--- config.mk ---
export PLATFORM = sky130hd
export DESIGN_NAME = bp_static_redirect
export DESIGN_NICKNAME = d
export VERILOG_FILES = /design/src/rtl/bp_pkg.sv /design/src/rtl/bp_direction.sv /design/src/rtl/bp_track.sv /design/src/rtl/bp_redirect.sv /design/src/rtl/bp_static_redirect.sv
export SDC_FILE = /design/constraint.sdc
export NUM_CORES = 1
export LEC_CHECK = 0
export ABC_AREA = 1
export CAP_MARGIN = 20
export CORE_ASPECT_RATIO = 0.9
export CORE_MARGIN = 2
export CORE_UTILIZATION = 55
export DETAILED_ROUTE_END_ITERATION = 10
export DONT_BUFFER_PORTS = 1
export GPL_TIMING_DRIVEN = 1
export PLACE_DENSITY = 0.7
export SYNTH_ARGS = -nofsm -noshare
export SYNTH_HDL_FRONTEND = slang
export SYNTH_HIERARCHICAL = 1
export SYNTH_SLANG_ARGS = --single-unit
--- constraint.sdc ---
create_clock -name clk -period 2.8 [get_ports clk]
set_clock_uncertainty 0.1 [all_clocks]
set_input_delay 0.42 -clock clk [delete_from_list [all_inputs] [get_ports clk]]
set_output_delay 0.42 -clock clk [all_outputs]
set_load 0.02 [all_outputs]
--- src/rtl/bp_pkg.sv ---
package bp_pkg;
  typedef enum logic [1:0] {
    FSEL_SEQ  = 2'd0,
    FSEL_PRED = 2'd1,
    FSEL_FIX  = 2'd2
  } fetch_sel_e;
endpackage

--- src/rtl/bp_direction.sv ---
module bp_direction #(
  parameter int unsigned AW = 32
) (
  input  logic          btfn_en,
  input  logic          is_jump,
  input  logic [AW-1:0] br_pc,
  input  logic [AW-1:0] br_tgt,
  output logic          guess_taken
);
  logic backward;

  always_comb begin
    backward    = (br_tgt <= br_pc);
    guess_taken = is_jump | (btfn_en & backward);
  end
endmodule

--- src/rtl/bp_track.sv ---
module bp_track #(
  parameter int unsigned AW = 32
) (
  input  logic          clk,
  input  logic          rst_n,
  input  logic          hold,
  input  logic          load,
  input  logic          in_jump,
  input  logic          in_pred,
  input  logic [AW-1:0] in_pc,
  input  logic [AW-1:0] in_tgt,
  output logic          q_vld,
  output logic          q_jump,
  output logic          q_pred,
  output logic [AW-1:0] q_pc,
  output logic [AW-1:0] q_tgt
);
  logic          vld_d, jump_d, pred_d;
  logic [AW-1:0] pc_d, tgt_d;
  logic          upd_en;

  always_comb begin
    upd_en = ~hold;
    vld_d  = load;
    jump_d = load & in_jump;
    pred_d = load & in_pred;
    pc_d   = in_pc;
    tgt_d  = in_tgt;
  end

  always_ff @(posedge clk or negedge rst_n) begin
    if (!rst_n) begin
      q_vld  <= 1'b0;
      q_jump <= 1'b0;
      q_pred <= 1'b0;
      q_pc   <= '0;
      q_tgt  <= '0;
    end else if (upd_en) begin
      q_vld  <= vld_d;
      q_jump <= jump_d;
      q_pred <= pred_d;
      q_pc   <= pc_d;
      q_tgt  <= tgt_d;
    end
  end

  p_hold_record_r9: assert property (@(posedge clk) disable iff (!rst_n)
    hold |=> ($stable(q_vld) && $stable(q_pred) && $stable(q_pc) && $stable(q_tgt)));
endmodule

--- src/rtl/bp_redirect.sv ---
module bp_redirect
  import bp_pkg::*;
#(
  parameter int unsigned AW         = 32,
  parameter int unsigned INSN_BYTES = 4
) (
  input  logic          clk,
  input  logic          rst_n,
  input  logic          stall,
  input  logic          ex_vld,
  input  logic          ex_jump,
  input  logic          ex_pred,
  input  logic [AW-1:0] ex_pc,
  input  logic [AW-1:0] ex_tgt,
  input  logic          ex_taken,
  input  logic          dec_fire,
  input  logic          dec_pred,
  input  logic [AW-1:0] dec_tgt,
  output logic          corr,
  output fetch_sel_e    sel,
  output logic [AW-1:0] addr,
  output logic          flush
);
  localparam logic [AW-1:0] SKIP_OFS = AW'(2 * INSN_BYTES);

  logic          wrong;
  logic [AW-1:0] fix_pc;

  always_comb begin
    wrong  = ex_vld & ~ex_jump & (ex_taken != ex_pred);
    corr   = wrong & ~stall;
    fix_pc = ex_taken ? ex_tgt : (ex_pc + SKIP_OFS);
    sel    = FSEL_SEQ;
    addr   = '0;
    flush  = 1'b0;
    if (corr) begin
      sel   = FSEL_FIX;
      addr  = fix_pc;
      flush = 1'b1;
    end else if (dec_fire && dec_pred) begin
      sel  = FSEL_PRED;
      addr = dec_tgt;
    end
  end

  p_quiet_stall_r9: assert property (@(posedge clk) disable iff (!rst_n)
    stall |-> (sel == FSEL_SEQ && !flush));
  p_single_fix_r8: assert property (@(posedge clk) disable iff (!rst_n)
    corr |=> !(corr && !$past(stall)) || stall);
endmodule

--- src/rtl/bp_static_redirect.sv ---
module bp_static_redirect
  import bp_pkg::*;
#(
  parameter int unsigned AW         = 32,
  parameter int unsigned INSN_BYTES = 4
) (
  input  logic          clk,
  input  logic          rst_n,
  input  logic          stall,
  input  logic          pred_mode,
  input  logic          id_valid,
  input  logic          id_is_cond,
  input  logic          id_is_jump,
  input  logic [AW-1:0] id_pc,
  input  logic [AW-1:0] id_target,
  input  logic          ex_taken,
  output logic [1:0]    fetch_sel,
  output logic [AW-1:0] fetch_pc,
  output logic          flush_fetch
);
  logic          rst_s1, rst_sync;
  logic          guess;
  logic          dec_fire;
  logic          corr;
  logic          ex_vld, ex_jump, ex_pred;
  logic [AW-1:0] ex_pc, ex_tgt;
  fetch_sel_e    sel;

  always_ff @(posedge clk or negedge rst_n) begin
    if (!rst_n) begin
      rst_s1   <= 1'b0;
      rst_sync <= 1'b0;
    end else begin
      rst_s1   <= 1'b1;
      rst_sync <= rst_s1;
    end
  end

  bp_direction #(.AW(AW)) u_dir (
    .btfn_en     (pred_mode),
    .is_jump     (id_is_jump),
    .br_pc       (id_pc),
    .br_tgt      (id_target),
    .guess_taken (guess)
  );

  always_comb begin
    dec_fire = id_valid & (id_is_cond | id_is_jump) & ~stall & ~corr;
  end

  bp_track #(.AW(AW)) u_track (
    .clk     (clk),
    .rst_n   (rst_sync),
    .hold    (stall),
    .load    (dec_fire),
    .in_jump (id_is_jump),
    .in_pred (guess),
    .in_pc   (id_pc),
    .in_tgt  (id_target),
    .q_vld   (ex_vld),
    .q_jump  (ex_jump),
    .q_pred  (ex_pred),
    .q_pc    (ex_pc),
    .q_tgt   (ex_tgt)
  );

  bp_redirect #(.AW(AW), .INSN_BYTES(INSN_BYTES)) u_redir (
    .clk      (clk),
    .rst_n    (rst_sync),
    .stall    (stall),
    .ex_vld   (ex_vld),
    .ex_jump  (ex_jump),
    .ex_pred  (ex_pred),
    .ex_pc    (ex_pc),
    .ex_tgt   (ex_tgt),
    .ex_taken (ex_taken),
    .dec_fire (dec_fire),
    .dec_pred (guess),
    .dec_tgt  (id_target),
    .corr     (corr),
    .sel      (sel),
    .addr     (fetch_pc),
    .flush    (flush_fetch)
  );

  always_comb fetch_sel = sel;

  p_jump_kept_taken_r5: assert property (@(posedge clk) disable iff (!rst_sync)
    (dec_fire && id_is_jump) |=> (ex_jump && ex_pred));
  p_drop_young_r8: assert property (@(posedge clk) disable iff (!rst_sync)
    (corr && id_valid && id_is_cond) |=> !ex_vld);
  p_reset_quiet_r1: assert property (@(posedge clk)
    !rst_sync |-> (!ex_vld && !flush_fetch));
  p_fix_flushes_r6: assert property (@(posedge clk) disable iff (!rst_sync)
    (fetch_sel == 2'd2) |-> (flush_fetch && $past(dec_fire) || flush_fetch));
endmodule

# After elaboration in Yosys (flattened, before gate mapping)
# Index checks and enable logic that the tools add are counted.
# classes
n_bitwise	14
n_addsub	1
muxes	6
reduce_logical	1
n_eq_ne	1
order_cmp	1
# op_table
cell	count
$mux 32	3
$add 32x4->32 const B	1
$le 32x32->1	1
$and 1x1->1	9
$not 1->1	3
$mux 1	2
$mux 2	1
$or 1x1->1	2
$logic_and 1x1->1	1
$ne 1x1->1	1
# word_totals
register_bits	69
elab_cells	31
output_inout_bits	35

# Logic depth before layout (Yosys ltp)
# Gate-level depths: netlist of run 1.
# logic_depth
ltp_word	9
mapped_depth	21
mapped_depth_nobuf	20

# Cells and area by module
# The synthesis of run 1 kept the hierarchy.
# modules_own_cells
mod	cells_per_inst	area_per_inst_um2	instances
bp_track	284	2548.7	1
bp_redirect	379	1656.6	1
bp_direction	146	875.8	1
bp_static_redirect	7	68.8	1

# Worst setup path before layout of run 1
# Ideal clock, no wire load.
# synth_timing
path_type	in2out
start	input port id_pc[7]
end	output port fetch_pc[11]
arrival_ps	2032
t_required_ps	2280
stages	17
slack_ps	248
cell_sequence	inv_1 ha_1 a21o_1 nor2_1 nand2_1 nand2_1 nand2_1 nand2_1 nand2_1 nand2_1 nand2_1 nand2_1 nand2_1 nor2_8 buf_6 nand2_2 nand2_1
# synth_via
elab_chain_len	6
# synth_rtl
element	line_no	text
from (decl)	bp_static_redirect.sv:14	input logic [AW-1:0] id_pc,
$le 32x32->1	bp_direction.sv:13	backward = (br_tgt <= br_pc);
$and 1x1->1	bp_direction.sv:14	guess_taken = is_jump | (btfn_en & backward);
$or 1x1->1	bp_direction.sv:14	
named net guess	bp_static_redirect.sv:22	logic guess;
$logic_and 1x1->1	bp_redirect.sv:40	end else if (dec_fire && dec_pred) begin
$mux 32	bp_redirect.sv:40	
$mux 32	bp_redirect.sv:36	if (corr) begin
to (decl)	bp_static_redirect.sv:18	output logic [AW-1:0] fetch_pc,
# The timed path passes the listed nets, and every way through them passes these cells.

# Worst setup path in the final report of run 1
# layout_timing
start	input port id_pc[9]
end	output port fetch_pc[2]
# Same word-level chain as after synthesis.

==> metrics.yaml, run 1 <==
placement:
  placedCellCount: 920
  port_buffers: 0
  dpl-instance-area_mm2: 0.005216
  gp_congestion: 0.8426
  dp.final_hpwl_um: 9877
synth:
  post_synth_num_cell_types: 30
  cell_area_after_synthesis_mm2: 0.005150
  synth_warnings: 6
  synth_edf_count: 0
  yosys.area.top_type_share_pct: 33.53
  yosys-top-cells-area: "sky130_fd_sc_hd__dfrtp_1 (34%), sky130_fd_sc_hd__nand2_1 (30%), sky130_fd_sc_hd__ha_1 (8.0%)"
  yosysSeqAreaShare_pct: 33.53
  mappedNetlistNets: 921
  ys_ff_latch: 69
  synthDominantAreaCellType: "sky130_fd_sc_hd__dfrtp_1"
  synthArstFlopShare_pct: 100.0
  ys.flop_type: "sky130_fd_sc_hd__dfrtp_1"
  netlist_instances: 816
  post_synth.cell_area_avg_um2: 6.311
power:
  power.share.combinational_pct: 21.2
  clkPwrFrac_pct: 30.0
  p_seq_share_pct: 48.8
  pwr_density_cell_mw_per_mm2: 412.6
  cellLeakagePower_nw: 3.056
  p_int_mw: 1.589
  swShare_pct: 33.39
  switchingPower_uw: 796.3
  worst_case_vdd_ir_drop_v: 0.0001939
clock_network:
  clk_transition_reported_paths_ns: 0.08
  tritoncts_clock_tree: "done"
  ctsHtreeMaxLevel: 3
  cts.root.buffer_cell: "sky130_fd_sc_hd__clkbuf_8"
  numCtsBuffers: 9
  numClockSinks: 69
  cts_max_path_buffers: 2
  clkLatencyLatePin_ns: 0.35
die:
  row_count: 33
  die_area_mm2: 0.01015
  start_util_pct: 56.44
  height_of_the_chip_um: 95.80
  die_width_um: 106
  core-area_mm2: 0.009125
  io_pins: 107
sta:
  setup_viol: 0
  timing_max_transition_violations_final: 0
  fmaxAchievable_mhz: 366.6
  tightestPinTransition_ns: 0.6294
  fin_crit_ns: 2.728
  post-route-period-util_pct: 97.42
  report.final.hold_viol_count: 0
  grt_setup_unrepaired: "true"
  slew_headroom_pct: 58.04
  hold-worst-slack_ns: 0.07440
drt:
  totalWireLength_um: 14450
  drcViolationCount: 0
  drt-initial-drc-count: 324
  dr_total_vias: 4978
  detail_route.vias_per_cell: 5.296
  drt_pre_antenna_iters: 5
  route.antenna.remaining_nets: 0
  wl_per_cell_um: 15.37
final_layout:
  final_area_mm2: 0.005781
  antenna_cells: 0
  postLayoutCoreUtil_pct: 63.35
  finish.cell_count_without_fillers: 940
  final_layout_size_suffix_gt1_share_pct: 13.69
  num-nets-final: 918
  synthToLayoutAreaGrowth_pct: 12.24
global_route:
  met3_usage_pct: 8.057
  first_global_vias: 4734
  grt_max_usage_layer: "met2"
  globalRouteTotalUtil_pct: 28.23
  grt_start_max_net_pins: 71
  grt_pass1_wl_um: 22490
  grt.met2_usage_pct: 46.24
  globalRouteOverflowTotal: 0
  antenna_found_initial: 0
  global_route.usage.met1_pct: 37.51
worst_setup_path:
  worstPathMaxFanout: 8
  reg2reg_start: "u_track/q_pred"
  worstReg2RegEnd: "u_track/q_jump"
  worst-r2r-setup-slack_ns: 1.35
  cp_data_arrival_time_ns: 2.21
  rr_worst_depth: 9
  crit_required_ns: 2.28
  timing_worst_setup_path_type: "input port to primary output"
  crit_end_category: "primary output"
  critical_path.startpoint_type: "input port"
job:
  number_of_max_cap_violations: 0
status:
  status: "finished clean"
hold_path:
  timing.hold.worst_path_depth: 2
  hold_path.startpoint: "id_pc[0]"
  min-delay-path-class: "input port to flop"
  worst_hold_path.endpoint: "u_track/q_pc[0]"
registers in the layout, summed over array words and instances (netlist names):
register        count
rst_s1              1
rst_sync            1
u_track/q_jump      1
u_track/q_pc       32
u_track/q_pred      1
u_track/q_tgt      32
u_track/q_vld       1
critical path: stages:
cell                        delay [ns]
sky130_fd_sc_hd__inv_1            0.02
sky130_fd_sc_hd__ha_1             0.29
sky130_fd_sc_hd__nand2_1          0.07
sky130_fd_sc_hd__nand2_1          0.06
sky130_fd_sc_hd__nand3_1          0.08
sky130_fd_sc_hd__nand2_2          0.07
sky130_fd_sc_hd__a21oi_1          0.12
sky130_fd_sc_hd__nand2_1          0.09
sky130_fd_sc_hd__nand2_1          0.06
sky130_fd_sc_hd__nand2_1          0.04
sky130_fd_sc_hd__nand2_1          0.06
sky130_fd_sc_hd__nand2_1          0.06
sky130_fd_sc_hd__nand2_2          0.09
sky130_fd_sc_hd__nand2_4          0.07
sky130_fd_sc_hd__nor2_8           0.20
sky130_fd_sc_hd__clkbuf_16        0.22
sky130_fd_sc_hd__nand2_2          0.07
sky130_fd_sc_hd__nand2_4          0.10
routing by layer:
layer  vias up  wire length (µm)
li1       2478                 -
met1      2301              6440
met2       182              6591
met3        17              1232
met4         0               183
met5         -                 0
layout make-up:
type	count	area [µm²]
clock buffer	11	131.4
sequential	69	1728
multi-input combinational	649	3289
clock inverter	5	27.53
inverter	69	264.0
fill	879	3344
timing repair buffer	15	187.7
tap	122	152.6
cell usage in the layout (no fill, tap or decap), types with 10 or more instances in the layout:
cell type	n
sky130_fd_sc_hd__nand2_1	361
sky130_fd_sc_hd__nor2_1	99
sky130_fd_sc_hd__dfrtp_1	68
sky130_fd_sc_hd__inv_1	64
sky130_fd_sc_hd__nand2_2	37
sky130_fd_sc_hd__nand3_1	30
sky130_fd_sc_hd__ha_1	24
sky130_fd_sc_hd__nand2_4	19
sky130_fd_sc_hd__o21ai_0	15
sky130_fd_sc_hd__a21oi_1	10
through the flow:
step	setup WS, ns	TNS (ns)	total power, mW
floorplan	0.2480	0	1.540
global placement	0.07079	0	1.607
detailed placement	0.02686	0	1.628
CTS	0.02236	0	2.347
global route	-0.03984	-0.4683	2.526
finish	0.07233	0	2.385
worst max-delay path by stage:
stage | endpoint | from | cells after the start
6_report | fetch_pc[2] | id_pc[9] | 18
2_1_floorplan | fetch_pc[11] | id_pc[7] | 17
5_1_grt | fetch_pc[4] | id_pc[9] | 18
4_1_cts | fetch_pc[17] | u_track/q_pred | 12
3_3_place_gp | fetch_pc[26] | id_pc[19] | 16
3_5_place_dp | fetch_pc[17] | id_pc[6] | 15
what timing repair did:
action / 4_1_cts / 5_1_grt
endpoints found under the hold margin: 2 / 0
setup endpoints to repair: 0 / 33
hold buffers: 1 / 0
gates resized for setup: 0 / 82
setup buffers: 0 / 1
cell families (layout without fill, tap and decap cells):
| family | Yosys count | count (layout) | synth area share [%] |
|---|---|---|---|
| xor gates and xnor gates | 8 | 8 | 1.361 |
| adders and majority gates | 33 | 33 | 8.018 |
| and+or+nand+nor | 568 | 568 | 43.85 |
| buffers and inverters | 98 | 100 | 9.160 |
| DFF | 69 | 69 | 33.53 |
| other | 1 | 1 | 0.07282 |
| AOI/OAI and AO/OA | 39 | 39 | 4.009 |
power by group through the flow:
stage | sequential, mW | combinational, mW | clock (mW)
finish | 1.16 | 0.506 | 0.715
global route | 1.18 | 0.576 | 0.772
CTS | 1.16 | 0.449 | 0.734
detailed placement | 1.18 | 0.445 | 0
global placement | 1.18 | 0.430 | 0
floorplan | 1.17 | 0.372 | 0
Yosys cell counts, types with 2 or more instances:
master / count
sky130_fd_sc_hd__inv_1: 65
sky130_fd_sc_hd__nand3_1: 31
sky130_fd_sc_hd__clkbuf_1: 5
sky130_fd_sc_hd__nor2_1: 102
sky130_fd_sc_hd__ha_1: 33
sky130_fd_sc_hd__o21ai_0: 17
sky130_fd_sc_hd__xor2_1: 2
sky130_fd_sc_hd__nor3_1: 4
sky130_fd_sc_hd__a21oi_1: 12
sky130_fd_sc_hd__a21o_1: 2
sky130_fd_sc_hd__buf_6: 9
sky130_fd_sc_hd__o21ai_1: 6
sky130_fd_sc_hd__nand4_1: 4
sky130_fd_sc_hd__xnor2_1: 6
sky130_fd_sc_hd__nand2_2: 9
sky130_fd_sc_hd__nand2_1: 407
sky130_fd_sc_hd__dfrtp_1: 69
sky130_fd_sc_hd__nor2_2: 5
sky130_fd_sc_hd__buf_2: 10
sky130_fd_sc_hd__buf_4: 5
sky130_fd_sc_hd__and2_1: 3
sky130_fd_sc_hd__inv_2: 2
(Power assumes the default switching activity.)
==> inputs of run 2 (changes only) <==
- clock period: 2.8 -> 3.2 ns (I/O delays scaled with it)
==> run 2 against run 1 <==
Against the previous run: die area unchanged; sequential share of layout area increased by 2.0 points; sequential cell count unchanged; core utilization decreased by 3.9 points; final area decreased by 6.1%; power decreased by 4.5%; critical path type is now flop to primary output.
==> metrics.yaml, run 2 (same netlist as run 1, synthesis figures left out) <==
status:
  status: "finished clean"
sta:
  grt_setup_unrepaired: "false"
  hold-worst-slack_ns: 0.1407  # +0.06634 ns
  report.final.hold_viol_count: 0  # unchanged
  slew_headroom_pct: 38.44  # -20 points
  post-route-period-util_pct: 92.24
  setup_viol: 0  # unchanged
  finalWorstSetupSlack_ns: 0.2485  # +0.1761 ns
  final.setup.tns_ns: 0  # unchanged
  timing_max_transition_violations_final: 0  # unchanged
  tightestPinTransition_ns: 0.9233  # +0.2939 ns
  fmaxAchievable_mhz: 338.8
  fin_crit_ns: 2.952
drt:
  totalWireLength_um: 13500  # -6.6%
  detail_route.vias_per_cell: 5.181  # -2.2%
  drt_pre_antenna_iters: 5  # unchanged
  drt-initial-drc-count: 310  # -4.3%
  dr_total_vias: 4834  # -2.9%
  wl_per_cell_um: 14.47  # -5.9%
  route.antenna.remaining_nets: 0  # unchanged
  drcViolationCount: 0  # unchanged
clock_network:
  numCtsBuffers: 9  # unchanged
  tritoncts_clock_tree: "done"
  numClockSinks: 69  # unchanged
  cts_max_path_buffers: 2  # unchanged
  clkLatencyLatePin_ns: 0.33  # -0.02 ns
  cts.root.buffer_cell: "sky130_fd_sc_hd__clkbuf_8"
  ctsHtreeMaxLevel: 3  # unchanged
  clk_transition_reported_paths_ns: 0.08  # about the same
placement:
  dpl_worst_slack_ns: 0.2427  # +0.2158 ns
  gp_congestion: 0.9386  # +11%
  placedCellCount: 915  # -0.54%
  dp.final_hpwl_um: 9586  # -2.9%
  dpl-instance-area_mm2: 0.005154  # -1.2%
  port_buffers: 0  # unchanged
power:
  p_int_mw: 1.622  # +2.1%
  total_power_mw: 2.278  # -4.5%
  power.share.combinational_pct: 16.8  # -4.4 points
  p_seq_share_pct: 44.9  # -3.9 points
  swShare_pct: 28.79  # -4.6 points
  pwr_density_cell_mw_per_mm2: 419.8  # +1.7%
  cellLeakagePower_nw: 3.011  # -1.5%
  clkPwrFrac_pct: 38.3  # +8.3 points
  worst_case_vdd_ir_drop_v: 0.0002347  # +21%
  switchingPower_uw: 655.8  # -18%
final_layout:
  largest_registers: "u_track/q_pc: 32 flops, u_track/q_tgt: 32 flops"
  num-fill-cells: 888  # +1.0%
  mostFrequentLayoutCell: "sky130_fd_sc_hd__nand2_1"
  finish.cell_count_without_fillers: 933  # -0.74%
  synthToLayoutAreaGrowth_pct: 5.369
  final_cell_mix: "sky130_fd_sc_hd__nand2_1 (407), sky130_fd_sc_hd__nor2_1 (101), sky130_fd_sc_hd__dfrtp_1 (68)"
  postLayoutCoreUtil_pct: 59.47  # -3.9 points
  antenna_cells: 0  # unchanged
  final_layout_size_suffix_gt1_share_pct: 5.425  # -8.3 points
  num-nets-final: 911  # -0.76%
  final_area_mm2: 0.005426  # -6.1%
die:
  row_count: 33  # unchanged
  io_pins: 107  # unchanged
  core-area_mm2: 0.009125  # unchanged
  die_area_mm2: 0.01015  # unchanged
  die_width_um: 106  # unchanged
  start_util_pct: 56.44  # unchanged
  height_of_the_chip_um: 95.80  # unchanged
job:
  number_of_max_cap_violations: 0  # unchanged
worst_setup_path:
  crit_chain: "ha_1 > inv_1 > nor2_2 > nand2_1 > nor2_1 > nand2_1 > nand2_1 > nand3_1 > nand2_1 > nand2_1"
  worstPathMaxFanout: 7  # -1
  crit_end: "fetch_pc[27]"
  reg2reg_start: "u_track/q_pred"
  timing_worst_setup_path_type: "flop to primary output"
  crit_end_category: "primary output"
  critPathMaxStageDelay_ns: 0.41  # +0.12 ns
  critical_path.startpoint: "u_track/q_pc[3]"
  worstReg2RegEnd: "u_track/q_pred"
  worst-r2r-setup-slack_ns: 1.70  # +0.35 ns
  cp_num_buf_inv: 1  # -1
  rr_worst_depth: 9  # unchanged
  critical_path.startpoint_type: "flop"
  timing.critical_path.max_delay_family: "simple AND/OR/NAND/NOR gates"
  slowest_stage_cell_on_the_critical_path: "sky130_fd_sc_hd__dfrtp_1"
  cp_data_arrival_time_ns: 2.37  # +0.16 ns
  worstSetupPathDepth: 10  # -8
  crit_required_ns: 2.62  # +0.34 ns
  worst_path_most_repeated_cell: "sky130_fd_sc_hd__nand2_1"
global_route:
  antenna_found_initial: 0  # unchanged
  globalRouteOverflowTotal: 0  # unchanged
  first_global_vias: 4541  # -4.1%
  grt_pass1_wl_um: 21870  # -2.7%
  globalRouteTotalUtil_pct: 27.55  # -0.68 points
  grt_start_max_net_pins: 71  # unchanged
hold_path:
  min-delay-path-class: "input port to flop"
==> run 2: area by class of cell <==
type | instances | area (µm²) | share of cell area (%)
inverter | 69 | 264.0 | 4.865
timing repair buffer | 8 | 87.58 | 1.614
sequential | 69 | 1728 | 31.84
clock buffer | 12 | 145.1 | 2.675
multi-input combinational | 649 | 2954 | 54.44
clock inverter | 4 | 95.09 | 1.752
tap | 122 | 152.6 | 2.813
==> run 2: per-layer routing <==
layer,routed length [µm],global-route usage [%],share of wire (%)
met3,906,5.958,6.7
met1,6349,37.64,47
met2,5989,44.30,44
met4,253,8.333,1.9
met5,0,0,0
==> run 2: repair_timing <==
item / CTS / global route
gates resized for setup: 0 / 1
endpoints found under the hold margin: 2 / 0
buffers inserted: 0 / 0
hold buffers: 1 / 0
endpoints found under the setup margin: 0 / 10
==> run 2: worst min-delay path by stage <==
stage | cells after the start | start | endpoint | slack [ns]
final | 2 | id_pc[1] | u_track/q_pc[1] | 0.14
after global routing | 2 | id_pc[9] | u_track/q_pc[9] | 0.13
after CTS | 2 | id_pc[1] | u_track/q_pc[1] | 0.12
after detailed placement | 0 | rst_n | rst_s1 | 0.08
after global placement | 0 | rst_n | rst_s1 | 0.08
after floorplan | 0 | rst_n | rst_s1 | 0.08
==> run 2: worst register-to-register path: stages, from the launching register on <==
cell and delay [ns]:
sky130_fd_sc_hd__dfrtp_1 0.39, sky130_fd_sc_hd__xnor2_1 0.14, sky130_fd_sc_hd__nor3_2 0.17, sky130_fd_sc_hd__nand2_4 0.09, sky130_fd_sc_hd__inv_6 0.17, sky130_fd_sc_hd__nor2_1 0.06
sky130_fd_sc_hd__nand2_1 0.07, sky130_fd_sc_hd__nor2_2 0.06, sky130_fd_sc_hd__nand3_1 0.09, sky130_fd_sc_hd__nand2_1 0.05
==> run 2: power groups by stage <==
stage / Combinational, mW / Sequential (mW) / Clock [mW]
CTS: 0.379 / 1.02 / 0.894
detailed placement: 0.376 / 1.04 / 0
finish: 0.383 / 1.02 / 0.873
global route: 0.441 / 1.04 / 0.930
floorplan: 0.326 / 1.02 / 0
global placement: 0.365 / 1.03 / 0
==> inputs of run 3 (changes only) <==
- CTS_BUF_LIST: not set -> sky130_fd_sc_hd__clkbuf_2 sky130_fd_sc_hd__clkbuf_4 sky130_fd_sc_hd__clkbuf_8
==> run 3 against run 2 <==
Against the previous run: die area unchanged; global-route usage unchanged; worst setup slack improved by 0.0012 ns; non-clock buffer count unchanged; wire length about the same; sequential share of layout area about the same; critical path depth unchanged; largest cell class unchanged; highest routed layer unchanged; final cell count unchanged.
==> metrics.yaml, run 3 (same netlist as run 1, synthesis figures left out) <==
status:
  status: "finished clean"
sta:
  grt_setup_unrepaired: "false"
  fin_crit_ns: 2.950  # -0.001217 ns
  post-route-period-util_pct: 92.20  # about the same
  setup_viol: 0  # unchanged
  report.final.hold_viol_count: 0  # unchanged
  final.setup.tns_ns: 0  # unchanged
  tightestPinTransition_ns: 0.9198  # -0.003503 ns
  timing_max_transition_violations_final: 0  # unchanged
  fmaxAchievable_mhz: 338.9  # about the same
  slew_headroom_pct: 38.68  # +0.23 points
worst_setup_path:
  worst-r2r-setup-slack_ns: 1.70  # about the same
  timing_worst_setup_path_type: "flop to primary output"
  worstReg2RegEnd: "u_track/q_pred"
  rr_worst_depth: 9  # unchanged
  crit_end_category: "primary output"
  reg2reg_start: "u_track/q_pred"
  cp_data_arrival_time_ns: 2.37  # about the same
  worstPathMaxFanout: 7  # unchanged
  critical_path.startpoint_type: "flop"
  crit_required_ns: 2.62  # about the same
die:
  height_of_the_chip_um: 95.80  # unchanged
  start_util_pct: 56.44  # unchanged
  core-area_mm2: 0.009125  # unchanged
  io_pins: 107  # unchanged
  die_area_mm2: 0.01015  # unchanged
  die_width_um: 106  # unchanged
  row_count: 33  # unchanged
drt:
  drt-initial-drc-count: 297  # -4.2%
  drt_pre_antenna_iters: 5  # unchanged
  detail_route.vias_per_cell: 5.204  # +0.43%
  wl_per_cell_um: 14.47  # about the same
  totalWireLength_um: 13500  # about the same
  dr_total_vias: 4855  # +0.43%
  drcViolationCount: 0  # unchanged
  route.antenna.remaining_nets: 0  # unchanged
clock_network:
  cts_setup_buffers: 0  # unchanged
  cts_max_path_buffers: 2  # unchanged
  numClockSinks: 69  # unchanged
  tritoncts_clock_tree: "done"
  clk_transition_reported_paths_ns: 0.08  # about the same
  clkLatencyLatePin_ns: 0.34  # about the same
  cts.root.buffer_cell: "sky130_fd_sc_hd__clkbuf_8"
  ctsHtreeMaxLevel: 3  # unchanged
  numCtsBuffers: 9  # unchanged
final_layout:
  num-fill-cells: 886  # -0.23%
  synthToLayoutAreaGrowth_pct: 5.515
  mostFrequentLayoutCell: "sky130_fd_sc_hd__nand2_1"
  final_layout_size_suffix_gt1_share_pct: 5.672  # +0.25 points
  finish.cell_count_without_fillers: 933  # unchanged
  sequential_cell_area_mm2: 0.001728  # unchanged
  num-nets-final: 911  # unchanged
  postLayoutCoreUtil_pct: 59.55  # +0.082 points
  final_cell_mix: "sky130_fd_sc_hd__nand2_1 (407), sky130_fd_sc_hd__nor2_1 (101), sky130_fd_sc_hd__dfrtp_1 (68)"
  largest_registers: "u_track/q_pc: 32 flops, u_track/q_tgt: 32 flops"
  multiInputGateArea_mm2: 0.002954  # unchanged
  antenna_cells: 0  # unchanged
placement:
  port_buffers: 0  # unchanged
  dp.final_hpwl_um: 9586  # unchanged
  gp_congestion: 0.9386  # unchanged
  placedCellCount: 915  # unchanged
power:
  worst_case_vdd_ir_drop_v: 0.0002502  # +6.6%
  cellLeakagePower_nw: 3.018  # +0.23%
  pwr_density_cell_mw_per_mm2: 422.3  # +0.59%
global_route:
  first_global_vias: 4541  # unchanged
  antenna_found_initial: 0  # unchanged
  globalRouteTotalUtil_pct: 27.55  # unchanged
  globalRouteOverflowTotal: 0  # unchanged
  grt_start_max_net_pins: 71  # unchanged
  grt_pass1_wl_um: 21870  # unchanged
job:
  number_of_max_cap_violations: 0  # unchanged
hold_path:
  hold_path.startpoint: "id_pc[1]"
  worst_hold_path.endpoint: "u_track/q_pc[1]"
  timing.hold.worst_path_depth: 2  # unchanged
  min-delay-path-class: "input port to flop"
==> run 3: layout make-up <==
class                           instances  area share, %
Clock buffer                           12          2.809
Tap cell                              122          2.809
Sequential cell                        69          31.80
Clock inverter                          4          1.750
Timing Repair Buffer                    8          1.612
Inverter                               69          4.858
Multi-Input combinational cell        649          54.36
==> run 3: worst max-delay path by stage <==
stage / end / start / depth (start not counted) / slack, ns
final: fetch_pc[27] / u_track/q_pc[3] / 10 / 0.25
after global routing: fetch_pc[25] / id_pc[9] / 18 / 0.05
after CTS: fetch_pc[27] / u_track/q_pred / 12 / 0.22
after detailed placement: fetch_pc[27] / id_pc[7] / 15 / 0.24
after global placement: fetch_pc[22] / id_pc[7] / 15 / 0.29
after floorplan: fetch_pc[11] / id_pc[7] / 17 / 0.53
==> run 3: what timing repair did <==
action                     CTS  global route
setup endpoints to repair    0            10
hold buffers                 1             0
hold endpoints to repair     2             0
gates resized for setup      0             1
==> run 3: critical path, stage by stage, from the launching register on <==
cell and delay, ns:
sky130_fd_sc_hd__dfrtp_1 0.41, sky130_fd_sc_hd__ha_1 0.25, sky130_fd_sc_hd__inv_1 0.08, sky130_fd_sc_hd__nor2_2 0.30, sky130_fd_sc_hd__nand2_1 0.27, sky130_fd_sc_hd__nor2_1 0.22, sky130_fd_sc_hd__nand2_1 0.07, sky130_fd_sc_hd__nand2_1 0.06
sky130_fd_sc_hd__nand3_1 0.11, sky130_fd_sc_hd__nand2_1 0.11, sky130_fd_sc_hd__nand2_1 0.15
==> run 3: power breakdown <==
group	switching (mW)	internal, mW	total (mW)	leakage (nW)
combinational	0.247	0.136	0.383	2.05
clock	0.333	0.556	0.889	0.127
sequential	0.0757	0.947	1.02	0.842
==> run 3: per-stage QoR <==
stage / hold WS [ns] / power, mW / setup slack (ns) / area (µm²)
2_1_floorplan: 0.08441 / 1.348 / 0.5280 / 5150
3_3_place_gp: 0.08447 / 1.399 / 0.2852 / 5154
3_5_place_dp: 0.08447 / 1.415 / 0.2427 / 5154
4_1_cts: 0.1249 / 2.313 / 0.2189 / 5411
5_1_grt: 0.1270 / 2.425 / 0.05313 / 5434
6_report: 0.1398 / 2.295 / 0.2497 / 5434
==> run 3: per-layer routing <==
metal / vias to the layer above / global-route usage, % / wire (µm) / part of all wire [%]
met1: 2205 / 37.64 / 6317 / 47
met3: 23 / 5.958 / 1023 / 7.6
li1: 2463 / - / - / -
met5: - / 0 / 0 / 0
met2: 164 / 44.30 / 5894 / 44
met4: 0 / 8.333 / 269 / 2.0
